## src/rtl/hd_pkg.sv

```systemverilog
package hd_pkg;
  typedef enum logic [1:0] {
    REQ_RD = 2'd0,
    REQ_WR = 2'd1,
    REQ_WB = 2'd2,
    REQ_FD = 2'd3
  } req_e;

  typedef enum logic [2:0] {
    MSG_NONE      = 3'd0,
    MSG_INV       = 3'd1,
    MSG_FETCH     = 3'd2,
    MSG_FETCH_INV = 3'd3,
    MSG_DATA      = 3'd4,
    MSG_ACK       = 3'd5
  } msg_e;

  typedef enum logic [1:0] {
    DS_U = 2'd0,
    DS_S = 2'd1,
    DS_E = 2'd2
  } dstate_e;
endpackage

```

## src/rtl/hd_store.sv

```systemverilog
module hd_store #(
  parameter int DEPTH  = 16,
  parameter int AW     = 4,
  parameter int DIR_W  = 6,
  parameter int DATA_W = 32
) (
  input  logic              clk,
  input  logic              rd_en,
  input  logic [AW-1:0]     rd_addr,
  output logic [DIR_W-1:0]  dir_q,
  output logic [DATA_W-1:0] mem_q,
  input  logic              dir_we,
  input  logic [AW-1:0]     dir_wa,
  input  logic [DIR_W-1:0]  dir_wd,
  input  logic              mem_we,
  input  logic [AW-1:0]     mem_wa,
  input  logic [DATA_W-1:0] mem_wd
);
  logic [DIR_W-1:0]  dir_ram [DEPTH];
  logic [DATA_W-1:0] dat_ram [DEPTH];

  // directory array: one write port, one registered read port
  always_ff @(posedge clk) begin
    if (dir_we) dir_ram[dir_wa] <= dir_wd;
    if (rd_en)  dir_q <= dir_ram[rd_addr];
  end

  // block data array, same organisation
  always_ff @(posedge clk) begin
    if (mem_we) dat_ram[mem_wa] <= mem_wd;
    if (rd_en)  mem_q <= dat_ram[rd_addr];
  end
endmodule

```

## src/rtl/hd_lowbit.sv

```systemverilog
module hd_lowbit #(
  parameter int N  = 4,
  parameter int IW = 2
) (
  input  logic [N-1:0]  vec,
  output logic [N-1:0]  oh,
  output logic [IW-1:0] idx,
  output logic          any
);
  logic [N:0] seen;
  assign seen[0] = 1'b0;

  generate
    for (genvar g = 0; g < N; g++) begin : g_pick
      assign oh[g]     = vec[g] & ~seen[g];
      assign seen[g+1] = seen[g] | vec[g];
    end
  endgenerate

  assign any = seen[N];

  always_comb begin
    idx = '0;
    for (int i = 0; i < N; i++) begin
      if (oh[i]) idx = IW'(i);
    end
  end
endmodule

```

## src/rtl/home_dir_ctrl.sv

```systemverilog
module home_dir_ctrl
  import hd_pkg::*;
#(
  parameter int NODES  = 4,
  parameter int BLOCKS = 16,
  parameter int DATA_W = 32
) (
  input  logic                      clk,
  input  logic                      rst,
  input  logic                      req_valid,
  output logic                      req_ready,
  input  logic [1:0]                req_type,
  input  logic [$clog2(NODES)-1:0]  req_src,
  input  logic [$clog2(BLOCKS)-1:0] req_blk,
  input  logic [DATA_W-1:0]         req_data,
  output logic                      out_valid,
  output logic [2:0]                out_type,
  output logic [$clog2(NODES)-1:0]  out_dst,
  output logic [$clog2(BLOCKS)-1:0] out_blk,
  output logic [DATA_W-1:0]         out_data
);
  localparam int NW    = $clog2(NODES);
  localparam int AW    = $clog2(BLOCKS);
  localparam int DIR_W = 2 + NODES;

  typedef enum logic [2:0] {
    S_INIT, S_IDLE, S_LOOK, S_INVAL, S_WAIT
  } fsm_e;

  fsm_e               fsm;
  logic [AW-1:0]      init_cnt;
  req_e               cur_type;
  logic [NW-1:0]      cur_src;
  logic [AW-1:0]      cur_blk;
  logic [DATA_W-1:0]  cur_data;
  logic [NODES-1:0]   inv_mask;
  logic               pend_wr;
  logic [NODES-1:0]   pend_own;

  logic               accept;
  logic               rd_en;
  logic [DIR_W-1:0]   dir_q;
  logic [DATA_W-1:0]  mem_q;
  dstate_e            rd_st;
  logic [NODES-1:0]   rd_vec;
  logic [NODES-1:0]   src_oh;

  logic               dir_we, mem_we;
  logic [AW-1:0]      dir_wa;
  logic [DIR_W-1:0]   dir_wd;
  logic [DATA_W-1:0]  mem_wd;

  logic [NODES-1:0]   pick_in, pick_oh;
  logic [NW-1:0]      pick_idx;
  logic               pick_any;

  assign req_ready = (fsm == S_IDLE) ||
                     ((fsm == S_WAIT) && (req_type == REQ_FD));
  assign accept    = req_valid && req_ready;
  assign rd_en     = accept && (fsm == S_IDLE);

  assign rd_st  = dstate_e'(dir_q[DIR_W-1 -: 2]);
  assign rd_vec = dir_q[NODES-1:0];
  assign src_oh = {{(NODES-1){1'b0}}, 1'b1} << cur_src;

  assign pick_in = (fsm == S_INVAL) ? inv_mask : rd_vec;

  hd_store #(
    .DEPTH (BLOCKS),
    .AW    (AW),
    .DIR_W (DIR_W),
    .DATA_W(DATA_W)
  ) u_store (
    .clk    (clk),
    .rd_en  (rd_en),
    .rd_addr(req_blk),
    .dir_q  (dir_q),
    .mem_q  (mem_q),
    .dir_we (dir_we),
    .dir_wa (dir_wa),
    .dir_wd (dir_wd),
    .mem_we (mem_we),
    .mem_wa (dir_wa),
    .mem_wd (mem_wd)
  );

  hd_lowbit #(
    .N (NODES),
    .IW(NW)
  ) u_pick (
    .vec(pick_in),
    .oh (pick_oh),
    .idx(pick_idx),
    .any(pick_any)
  );

  // array write controls
  always_comb begin
    dir_we = 1'b0;
    mem_we = 1'b0;
    dir_wa = (fsm == S_INIT) ? init_cnt : cur_blk;
    dir_wd = '0;
    mem_wd = '0;
    unique case (fsm)
      S_INIT: begin
        dir_we = 1'b1;
        mem_we = 1'b1;
      end
      S_LOOK: begin
        unique case (cur_type)
          REQ_RD: if (rd_st != DS_E) begin
            dir_we = 1'b1;
            dir_wd = {DS_S, rd_vec | src_oh};
          end
          REQ_WR: if ((rd_st != DS_E) && (rd_st != DS_S)) begin
            dir_we = 1'b1;
            dir_wd = {DS_E, src_oh};
          end
          REQ_WB: if ((rd_st == DS_E) && (rd_vec == src_oh)) begin
            dir_we = 1'b1;
            dir_wd = {DS_U, {NODES{1'b0}}};
            mem_we = 1'b1;
            mem_wd = cur_data;
          end
          default: ;
        endcase
      end
      S_INVAL: if (!pick_any) begin
        dir_we = 1'b1;
        dir_wd = {DS_E, src_oh};
      end
      S_WAIT: if (accept) begin
        mem_we = 1'b1;
        mem_wd = req_data;
        dir_we = 1'b1;
        dir_wd = pend_wr ? {DS_E, src_oh} : {DS_S, src_oh | pend_own};
      end
      default: ;
    endcase
  end

  // sequencing and registered outgoing message
  always_ff @(posedge clk) begin
    if (rst) begin
      fsm       <= S_INIT;
      init_cnt  <= '0;
      cur_type  <= REQ_RD;
      cur_src   <= '0;
      cur_blk   <= '0;
      cur_data  <= '0;
      inv_mask  <= '0;
      pend_wr   <= 1'b0;
      pend_own  <= '0;
      out_valid <= 1'b0;
      out_type  <= MSG_NONE;
      out_dst   <= '0;
      out_blk   <= '0;
      out_data  <= '0;
    end else begin
      out_valid <= 1'b0;
      out_type  <= MSG_NONE;
      out_data  <= '0;
      unique case (fsm)
        S_INIT: begin
          init_cnt <= init_cnt + 1'b1;
          if (init_cnt == AW'(BLOCKS - 1)) fsm <= S_IDLE;
        end
        S_IDLE: if (accept) begin
          cur_type <= req_e'(req_type);
          cur_src  <= req_src;
          cur_blk  <= req_blk;
          cur_data <= req_data;
          fsm      <= (req_type == REQ_FD) ? S_IDLE : S_LOOK;
        end
        S_LOOK: begin
          out_blk <= cur_blk;
          fsm     <= S_IDLE;
          unique case (cur_type)
            REQ_RD: begin
              out_valid <= 1'b1;
              if (rd_st == DS_E) begin
                out_type <= MSG_FETCH;
                out_dst  <= pick_idx;
                pend_wr  <= 1'b0;
                pend_own <= rd_vec;
                fsm      <= S_WAIT;
              end else begin
                out_type <= MSG_DATA;
                out_dst  <= cur_src;
                out_data <= mem_q;
              end
            end
            REQ_WR: begin
              if (rd_st == DS_S) begin
                inv_mask <= rd_vec & ~src_oh;
                fsm      <= S_INVAL;
              end else if (rd_st == DS_E) begin
                out_valid <= 1'b1;
                out_type  <= MSG_FETCH_INV;
                out_dst   <= pick_idx;
                pend_wr   <= 1'b1;
                pend_own  <= rd_vec;
                fsm       <= S_WAIT;
              end else begin
                out_valid <= 1'b1;
                out_type  <= MSG_DATA;
                out_dst   <= cur_src;
                out_data  <= mem_q;
              end
            end
            REQ_WB: begin
              out_valid <= 1'b1;
              out_type  <= MSG_ACK;
              out_dst   <= cur_src;
            end
            default: ;
          endcase
        end
        S_INVAL: begin
          out_valid <= 1'b1;
          out_blk   <= cur_blk;
          if (pick_any) begin
            out_type <= MSG_INV;
            out_dst  <= pick_idx;
            inv_mask <= inv_mask & ~pick_oh;
          end else begin
            out_type <= MSG_DATA;
            out_dst  <= cur_src;
            out_data <= mem_q;
            fsm      <= S_IDLE;
          end
        end
        S_WAIT: if (accept) begin
          out_valid <= 1'b1;
          out_type  <= MSG_DATA;
          out_dst   <= cur_src;
          out_blk   <= cur_blk;
          out_data  <= req_data;
          fsm       <= S_IDLE;
        end
        default: fsm <= S_IDLE;
      endcase
    end
  end


  init_quiet_chk: assert property (@(posedge clk) disable iff (rst)
    (fsm == S_INIT) |=> !out_valid);


  lookup_quiet_chk: assert property (@(posedge clk) disable iff (rst)
    (fsm == S_IDLE && accept) |=> !out_valid);


  inv_not_req_chk: assert property (@(posedge clk) disable iff (rst)
    (out_valid && out_type == MSG_INV) |-> (out_dst != cur_src));


  excl_onehot_chk: assert property (@(posedge clk) disable iff (rst)
    (dir_we && dir_wd[DIR_W-1 -: 2] == DS_E) |-> ($countones(dir_wd[NODES-1:0]) == 1));


  unc_clear_chk: assert property (@(posedge clk) disable iff (rst)
    (dir_we && dir_wd[DIR_W-1 -: 2] == DS_U) |-> (dir_wd[NODES-1:0] == '0));


  wait_hold_chk: assert property (@(posedge clk) disable iff (rst)
    (fsm == S_WAIT && !accept) |=> (fsm == S_WAIT && !out_valid));
endmodule

```

## config.mk

```make
export PLATFORM = sky130hd
export DESIGN_NAME = home_dir_ctrl
export DESIGN_NICKNAME = d
export VERILOG_FILES = /design/src/rtl/hd_pkg.sv /design/src/rtl/hd_store.sv /design/src/rtl/hd_lowbit.sv /design/src/rtl/home_dir_ctrl.sv
export SDC_FILE = /design/constraint.sdc
export NUM_CORES = 1
export LEC_CHECK = 0
export BUFFER_PORTS_ARGS = -buffer_cell sky130_fd_sc_hd__buf_2
export CORE_MARGIN = 4
export CORE_UTILIZATION = 34
export CTS_BUF_LIST = sky130_fd_sc_hd__clkbuf_2
export DETAILED_ROUTE_END_ITERATION = 12
export PLACE_DENSITY = 0.49
export SLEW_MARGIN = 30
export SYNTH_ARGS = -nofsm -noshare
export SYNTH_HDL_FRONTEND = slang
export SYNTH_SLANG_ARGS = --single-unit
```

## constraint.sdc

```tcl
create_clock -name clk -period 4 [get_ports clk]
set_clock_uncertainty 0.1 [all_clocks]
set_input_delay 0.2 -clock clk [delete_from_list [all_inputs] [get_ports clk]]
set_output_delay 0.2 -clock clk [all_outputs]
set_load 0.03 [all_outputs]
```

==> results.cfg <==
[cts]
cts.path.max_buffers = 3
clk_transition_reported_paths_ns = 0.10
post_cts_resized = 0
clkLatencyLatePin_ns = 1.37
post_cts_buffers = 0
h-tree-depth = 4
cts_root_buf = clkbuf_2
numClockSinks = 744
cts_tree = built
cts_buffers = 188

[run]
cap_violations = 0

[sta]
drv_slew = 0
worst_pin_slew_ns = 1.053
rsz0062_at_grt = false
finalCritPeriodShare = 0.8708
timing.slew.headroom = 0.2780
setup_viol = 0
fin_ws_ns = 0.5168
min_period_ns = 3.483
fmax_mhz = 287.1
hold_violations = 0

[floorplan]
dieArea_um2 = 88700
fp.coreArea_um2 = 83420
io_pins = 86
initial_core_util = 0.3423
rows = 106
die_w_um = 297.8
fp.dieH_um = 297.8

[power_and_ir_drop]
leakage_nw = 11.30
peakVddDrop_v = 0.0002010
power.density_nw_per_um2 = 422.3

[yosys]
synth_seq_area_share = 0.7480
synth_flop_cell = edfxtp_1
ys_warn_count = 0
syn_area_um2 = 28560
async_flop_share = 0
synthCells = 1427
synth_seq_cells = 744
syn_area_per_cell_um2 = 20.01
syn_nets = 1482
ys_types = 56
synth-edff-count = 646

[placement]
dpl_worst_slack_ns = 0.5007
gp_congestion = 0.7887
io_buffer_count = 85
hpwl_um = 41340

[setup_path]
r2r-start = cur_src[1]$_SDFFE_PP0P_
worst-setup-path-type = flop to flop
cp_data_arrival_time_ns = 4.36
crit_start = cur_src[1]$_SDFFE_PP0P_
end_kind = flop
rr_endpoint = u_store.dat_ram[8][13]$_DFFE_PP_
ff2ff_path_depth = 7
required_ns = 4.88
r2r_slack_ns = 0.52
startpoint_type = flop
setup.worst_path.end = u_store.dat_ram[8][13]$_DFFE_PP_
cp_max_fo = 19

[cells_and_area]
final_nets = 1877
syn_to_final_growth_pct = 18.87
mostFrequentLayoutCell = edfxtp_1
drive_gt1_frac = 0.3455
post-route-util = 0.4070
mostFrequentLayoutCells = edfxtp_1, clkbuf_2, mux4_2

[global_routing]
antenna_found_initial = 4
grt_max_degree = 63
grt_usage = 0.1674
grt_pass1_wl_um = 108600
gr-total-overflow = 0
grt_pass1_vias = 16579

[detailed_routing]
via_per_inst = 5.090
drc = 0
dr_total_vias = 15519
wl_per_cell_um = 24.16
postRouteAntennaNets = 0
drtIter0Drc = 1017
drt_pre_antenna_iters = 5
routed_wirelength_um = 73670

[status]
status = complete, no violations

[hold_path]
worstHoldStart = req_data[28]
hold_class = primary input to flop
timing repair:
item / in CTS / in global routing
setup endpoints to repair: 0 / 0
hold buffers: 140 / 0
hold endpoints to repair: 782 / 0
state kept, by name, summed over array words and instances (netlist names):
signal / flops
u_store.dir_ram: 96
fsm: 3
out_blk: 4
pend_own: 4
inv_mask: 4
cur_type: 2
out_type: 3
u_store.mem_q: 32
pend_wr: 1
out_valid: 1
u_store.dir_q: 6
cur_src: 2
u_store.dat_ram: 512
cur_blk: 4
out_dst: 2
cur_data: 32
init_cnt: 4
out_data: 32
synth_stat cells (2+ instances only):
master | count | area share
buf_2 | 21 | 0.0037
a21o_1 | 2 | 0.00053
a21oi_1 | 53 | 0.0093
or4_1 | 2 | 0.00053
nor3b_1 | 5 | 0.0013
clkbuf_1 | 39 | 0.0051
xnor2_1 | 3 | 0.00092
buf_1 | 8 | 0.0011
o21ai_0 | 7 | 0.0012
o22ai_1 | 2 | 0.00044
a31oi_1 | 8 | 0.0018
nor3_1 | 10 | 0.0018
ha_1 | 12 | 0.0053
nand2_1 | 101 | 0.013
a311oi_1 | 2 | 0.00061
o21bai_1 | 3 | 0.00079
and3_1 | 2 | 0.00044
buf_6 | 5 | 0.0020
a211oi_1 | 17 | 0.0045
or2_2 | 4 | 0.00088
dfxtp_1 | 98 | 0.069
buf_4 | 9 | 0.0024
nor2b_1 | 3 | 0.00066
inv_1 | 13 | 0.0017
mux4_2 | 190 | 0.15
a21boi_0 | 2 | 0.00053
nand4_1 | 2 | 0.00044
a22o_1 | 64 | 0.020
nor2_1 | 39 | 0.0051
nor4_1 | 2 | 0.00044
o221ai_1 | 3 | 0.00092
mux2i_1 | 13 | 0.0046
nand3b_1 | 2 | 0.00053
edfxtp_1 | 646 | 0.68
nand2b_1 | 7 | 0.0015
and3b_1 | 2 | 0.00061
nand3_1 | 7 | 0.0012
cells by family after synthesis:
family | Yosys count | share of synthesized area
AO/OA/AOI/OAI | 172 | 0.04302
XOR/XNOR | 3 | 0.0009202
adder cells (fa/ha/maj) | 12 | 0.005257
buffers and inverters | 95 | 0.01590
flip-flops | 744 | 0.7480
multiplexers | 204 | 0.1548
AND/OR/NAND/NOR | 197 | 0.03216
layout make-up:
type                       count  area, um2
clock buffer                 285       1426
multi-input combinational    588       6910
tap                         1080       1351
sequential                   744      21360
fill                        7535      49470
timing repair buffer         287       2572
antenna                        4      10.01
inverter                      13      51.30
clock inverter                48      266.5
critical path, stage by stage (launching register included):
cell,delay (ns)
dfxtp_1,0.38
or2_2,0.34
ha_1,0.29
or4b_1,0.59
nor4_4,0.43
o21bai_1,0.40
nor2_4,0.39
buf_12,0.25
power breakdown:
group          internal [mW]  total, mW  switching (mW)  leakage, nW
clock network           1.99       5.03            3.04         1.31
registers               8.48       8.51          0.0331         6.66
logic                  0.383      0.794           0.411         3.33
metal layers:
layer / up-vias / track usage / routed length (um)
met5: - / 0 / 0
met2: 452 / 0.2748 / 36000
met3: 111 / 0.03869 / 3476
met4: 0 / 0.05214 / 1398
li1: 6805 / - / -
met1: 8151 / 0.2228 / 32800
per-stage QoR:
stage          cells  hold WS, ns  TNS (ns)  total power [mW]  cell area, um2
5_1_grt         3049      0.05528         0             15.11           33950
4_1_cts         3045    0.0008396         0             14.63           33930
2_1_floorplan   1427       0.2255   -0.2713             9.110           28560
3_5_place_dp    2572       0.3471         0             9.415           30810
6_report        3049       0.2398         0             14.34           33950
3_3_place_gp    2572       0.3415         0             9.408           30800
worst min path at each step:
stage,endpoint,slack [ns],depth (start not counted)
2_1_floorplan,out_data[10]$_SDFF_PP0_,0.23,1
3_3_place_gp,cur_data[17]$_SDFFE_PP0P_,0.34,2
3_5_place_dp,cur_data[22]$_SDFFE_PP0P_,0.35,2
4_1_cts,out_data[28]$_SDFF_PP0_,0.0008,4
5_1_grt,out_data[28]$_SDFF_PP0_,0.06,4
6_report,out_data[28]$_SDFF_PP0_,0.24,4
Note: power is estimated with default switching activity, not from simulation.
